==> config.mk <==
export PLATFORM = sky130hd
export DESIGN_NAME = stride3_counter
export DESIGN_NICKNAME = d
export VERILOG_FILES = /design/src/rtl/stride_pkg.sv /design/src/rtl/stride_ctl.sv /design/src/rtl/stride_step.sv /design/src/rtl/stride_reg.sv /design/src/rtl/stride3_counter.sv
export SDC_FILE = /design/constraint.sdc
export NUM_CORES = 1
export LEC_CHECK = 0
export BUFFER_PORTS_ARGS = -buffer_cell sky130_fd_sc_hd__buf_2
export CAP_MARGIN = 20
export CORE_AREA = 2 2 39 41
export DETAILED_ROUTE_END_ITERATION = 12
export DIE_AREA = 0 0 41 43
export PLACE_DENSITY = 0.37
export SYNTH_ARGS = -nofsm -noshare
export SYNTH_HDL_FRONTEND = slang
export SYNTH_SLANG_ARGS = --single-unit
==> constraint.sdc <==
create_clock -name clk_i -period 1.1 [get_ports clk_i]
set_clock_uncertainty 0.2 [all_clocks]
set_input_delay 0.055 -clock clk_i [delete_from_list [all_inputs] [get_ports clk_i]]
set_output_delay 0.055 -clock clk_i [all_outputs]
set_load 0.01 [all_outputs]
==> src/rtl/stride_pkg.sv <==
package stride_pkg;

    // Operation chosen for the coming clock edge.
    typedef enum logic [0:0] {
        OP_HOLD = 1'b0,
        OP_STEP = 1'b1
    } stride_op_e;

endpackage

==> src/rtl/stride_ctl.sv <==
module stride_ctl
    import stride_pkg::*;
(
    input  logic       en_i,
    output stride_op_e op_o
);

    always_comb begin
        unique case (en_i)
            1'b1:    op_o = OP_STEP;
            default: op_o = OP_HOLD;
        endcase
    end

endmodule

==> src/rtl/stride_step.sv <==
module stride_step #(
    parameter int WIDTH = 3,
    parameter int STEP  = 3
) (
    input  logic [WIDTH-1:0] cur_i,
    output logic [WIDTH-1:0] nxt_o
);

    // The stride is truncated to the counter width, so the sum wraps
    // modulo 2**WIDTH with no extra logic.
    localparam logic [WIDTH-1:0] STEP_W = WIDTH'(STEP);

    always_comb begin
        nxt_o = cur_i + STEP_W;
    end

endmodule

==> src/rtl/stride_reg.sv <==
module stride_reg
    import stride_pkg::*;
#(
    parameter int WIDTH = 3
) (
    input  logic             clk_i,
    input  logic             rst_i,
    input  stride_op_e       op_i,
    input  logic [WIDTH-1:0] nxt_i,
    output logic [WIDTH-1:0] q_o
);

    logic [WIDTH-1:0] q_next;

    // Next-state choice for the coming edge.
    always_comb begin
        unique case (op_i)
            OP_STEP: q_next = nxt_i;
            OP_HOLD: q_next = q_o;
            default: q_next = q_o;
        endcase
    end

    // State register with asynchronous clear.
    always_ff @(posedge clk_i or posedge rst_i) begin
        if (rst_i) begin
            q_o <= '0;
        end else begin
            q_o <= q_next;
        end
    end

    AST_HOLD_STABLE: assert property (@(posedge clk_i) disable iff (rst_i)
        (op_i == OP_HOLD) |=> $stable(q_o));

endmodule

==> src/rtl/stride3_counter.sv <==
module stride3_counter
    import stride_pkg::*;
#(
    parameter int WIDTH = 3,
    parameter int STEP  = 3
) (
    input  logic             clk_i,
    input  logic             rst_i,
    input  logic             en_i,
    output logic [WIDTH-1:0] cnt_o
);

    localparam logic [WIDTH-1:0] STEP_W = WIDTH'(STEP);

    stride_op_e       op;
    logic [WIDTH-1:0] nxt;

    stride_ctl u_ctl (
        .en_i (en_i),
        .op_o (op)
    );

    stride_step #(
        .WIDTH (WIDTH),
        .STEP  (STEP)
    ) u_step (
        .cur_i (cnt_o),
        .nxt_o (nxt)
    );

    stride_reg #(
        .WIDTH (WIDTH)
    ) u_reg (
        .clk_i (clk_i),
        .rst_i (rst_i),
        .op_i  (op),
        .nxt_i (nxt),
        .q_o   (cnt_o)
    );

    AST_RESET_CLEARS: assert property (@(posedge clk_i)
        rst_i |-> (cnt_o == '0));

    AST_RESET_OVER_EN: assert property (@(posedge clk_i)
        (rst_i && en_i) |=> (cnt_o == '0));

    AST_STRIDE_ADVANCE: assert property (@(posedge clk_i) disable iff (rst_i)
        en_i |=> (cnt_o == WIDTH'($past(cnt_o) + STEP_W)));

endmodule

==> flow_metrics.env <==
export IMPL_synth_top_cell_area_share=0.5714
export IMPL_tns_ps=-15.34
export IMPL_placed_area_sq_um=201.4
export IMPL_drt_iter0_markers=0
export IMPL_worstMarginPinSlew_ps=122.0
export IMPL_start_util=0.09494
export IMPL_power_share_sequential=0.272
export IMPL_finalSetupViolCount=1
export IMPL_dr_pass1_iters=1
export IMPL_seq_area_frac_synth=0.5714
export IMPL_die_area_sq_um=1763
export IMPL_viasPerCell=3.073
export IMPL_async_flop_share=1.000
export IMPL_synthesis_area_sq_um=131.4
export IMPL_dr_wl_met2_microns=147
export IMPL_ant_nets=0
export IMPL_drive_above_1_share=0.5200
export IMPL_internal_power_uw=526.3
export IMPL_fp_row_count=14
export IMPL_port_buffers=5
export IMPL_clock_path_buffers=2
export IMPL_drt_met1_wl_microns=97
export IMPL_ir_drop_uv=350.1
export IMPL_fin_ws_ps=-15.34
export IMPL_path_buf_inv=1
export IMPL_htree_levels=1
export IMPL_synth_simple_gate_area_share=0.07619
export IMPL_hold_class="in -> async"
export IMPL_cts_setup_buffers=0
export IMPL_slowest_stage="dfrtp_1"
export IMPL_gp_congestion=0.4975
export IMPL_cpPeakStageDelay_ps=330
export IMPL_fin_crit_ps=1115
export IMPL_top_layer="met3"
export IMPL_violations="setup timing"
export IMPL_regMostFlops="u_reg.q_o"
export IMPL_die_y_microns=43
export IMPL_vias=126
export IMPL_diodes=0
export IMPL_antenna_found_initial=0
export IMPL_slew_headroom=0.9184
export IMPL_die_x_microns=41
export IMPL_p_per_area_nw_per_um2=2805
export IMPL_synth_fa_ha_area_frac=0.09524
export IMPL_route_met3_wl_microns=48
export IMPL_stdcell_count=41
export IMPL_synth_edf_count=0
export IMPL_reg_top3="u_reg.q_o (3)"
export IMPL_grt_usage=0.04322
export IMPL_crit_family="flip-flops"
export IMPL_critPathArrivalTime_ps=1030
export IMPL_r2r_start="u_reg.q_o[0]"
export IMPL_syn_avg_cell_area_sq_um=10.95
export IMPL_fin_area_sq_um=267.8
export IMPL_grt_pass1_vias=132
export IMPL_finalMaxSlewViolations=0
export IMPL_syn_num_nets=16
export IMPL_synth_ff_type="dfrtp_1"
export IMPL_ys_ff_latch=3
export IMPL_largest_reg_flops=3
export IMPL_critPathKind="reg -> reg"
export IMPL_path_max_fanout=2
export IMPL_io_pins=6
export IMPL_yosys_warnings=0
export IMPL_synthXorXnorAreaFrac=0.1333
export IMPL_clk_pin_slew_ps=30
export IMPL_dp_cells=35
export IMPL_required_ps=1010
export IMPL_grt_setup_unrepaired="true"
export IMPL_syn_inst=12
export IMPL_hold_slack_ps=38.61
export IMPL_ys_types=8
export IMPL_critPathCaptureType="flop"
export IMPL_core_area_sq_um=1384
export IMPL_grt_max_degree=5
export IMPL_syn_to_final_growth_pct=103.8
export IMPL_grt_overflow_total=0
export IMPL_yosys_area_top_type="dfrtp_1"
export IMPL_drc_errors=0
export IMPL_switching_share=0.2992
export IMPL_grt_pass1_wl_microns=434
export IMPL_comb_power_share=0.479
export IMPL_clock_fmax_mhz=896.6
export IMPL_hold_viol_final=0
export IMPL_synth_top_family_by_area="XOR/XNOR gates"
export IMPL_root_buffer="clkbuf_4"
export IMPL_dp_hpwl_microns=219.6
export IMPL_cts_tree="built"
export IMPL_clkSinkCount=3
export IMPL_clk_latency_ps=230
export IMPL_detail_route_wl_per_cell_microns=7.146
export IMPL_num_nets_final=30
export IMPL_power_leakage_uw=0.0001360
export IMPL_max_cap_violations=0
export IMPL_drt_wl_total_microns=293
export IMPL_cts_buffers_inserted=3
export IMPL_synth_mux_area_frac=0
export IMPL_cp_start_kind="flop"
export IMPL_ys_top_cells_by_area="dfrtp_1 57%, ha_1 9.5%, inv_1 8.6%, xnor2_1 6.7%, xor2_1 6.7%"
export IMPL_period_share=1.014
export IMPL_worstPathCellList="inv_1 > ha_2 > nand2b_4 > xnor2_2"
export IMPL_clock_power_share=0.249
export IMPL_startpoint="u_reg.q_o[0]"
export IMPL_status="complete, but fails checks"
export IMPL_synth_compound_area_frac=0.03810
export IMPL_switchingPower_uw=224.7
export IMPL_synth_common_cells="3 x dfrtp_1, 3 x inv_1"
[layer usage]
metal / vias to the layer above / GRT usage
met5: - / 0
met4: 0 / 0.06000
met3: 0 / 0.03141
met1: 58 / 0.03871
met2: 6 / 0.05000
li1: 62 / -
[layout by cell type, fill, tap and decap left out]
cell type / n
inv_1: 3
clkbuf_4: 3
buf_2: 3
dfrtp_1: 3
dlygate4sd3_1: 2
buf_6: 2
buf_4: 2
nor2_1: 1
a21oi_1: 1
xor2_1: 1
nand2b_4: 1
xnor2_2: 1
ha_2: 1
clkbuf_1: 1
[path summary, 6_finish.rpt]
path / endpoint / slack, ps / depth (start not counted)
setup reg to reg: u_reg.q_o[2] / -20 / 4
max in group asynchronous: u_reg.q_o[2] / 530 / 3
hold / removal: u_reg.q_o[0] / 40 / 3
min in group clk_i: u_reg.q_o[2] / 300 / 1
setup / recovery: u_reg.q_o[2] / -20 / 4
hold reg to reg: u_reg.q_o[2] / 300 / 1
[tightest hold or removal path, delay by kind of cell]
family                 cells  cell delay, ps
buffers and inverters      3             760
[power by group through the flow]
stage	clock (uW)	sequential (uW)	combinational, uW
after floorplan	0	238	111
after CTS	197	198	345
after global routing	207	209	401
after detailed placement	0	200	285
final	187	204	360
after global placement	0	197	283
[metrics by stage]
step	total power [uW]	util	setup slack (ps)
2_1_floorplan	349.1	-	-65.24
3_3_place_gp	479.6	0.1456	3.517
3_5_place_dp	484.3	0.1456	-6.824
4_1_cts	740.5	0.1881	-15.08
5_1_grt	817.3	0.1935	-56.56
6_report	751.0	0.1935	-15.34
[timing repair]
action,in CTS,in global routing
setup endpoints to repair,3,4
hold endpoints to repair,6,0
pin swaps,0,2
gates resized for setup,2,1
hold buffers,2,0
[area by class of cell]
cell class	count	area, sq um
clock buffers	4	26.28
well taps	16	20.02
flip-flops and latches	3	75.07
multi-input cells	6	62.56
fillers	154	1116
repair buffers	9	72.57
inverters	3	11.26
[cell families (layout without fill, tap and decap cells)]
logic type | count (synthesis) | count (layout)
XOR/XNOR | 2 | 2
AND/OR/NAND/NOR | 2 | 2
AO/OA/AOI/OAI | 1 | 1
adder cells (fa/ha/maj) | 1 | 1
buffers and inverters | 3 | 16
flip-flops | 3 | 3
Power figures use the tool's default switching activity.
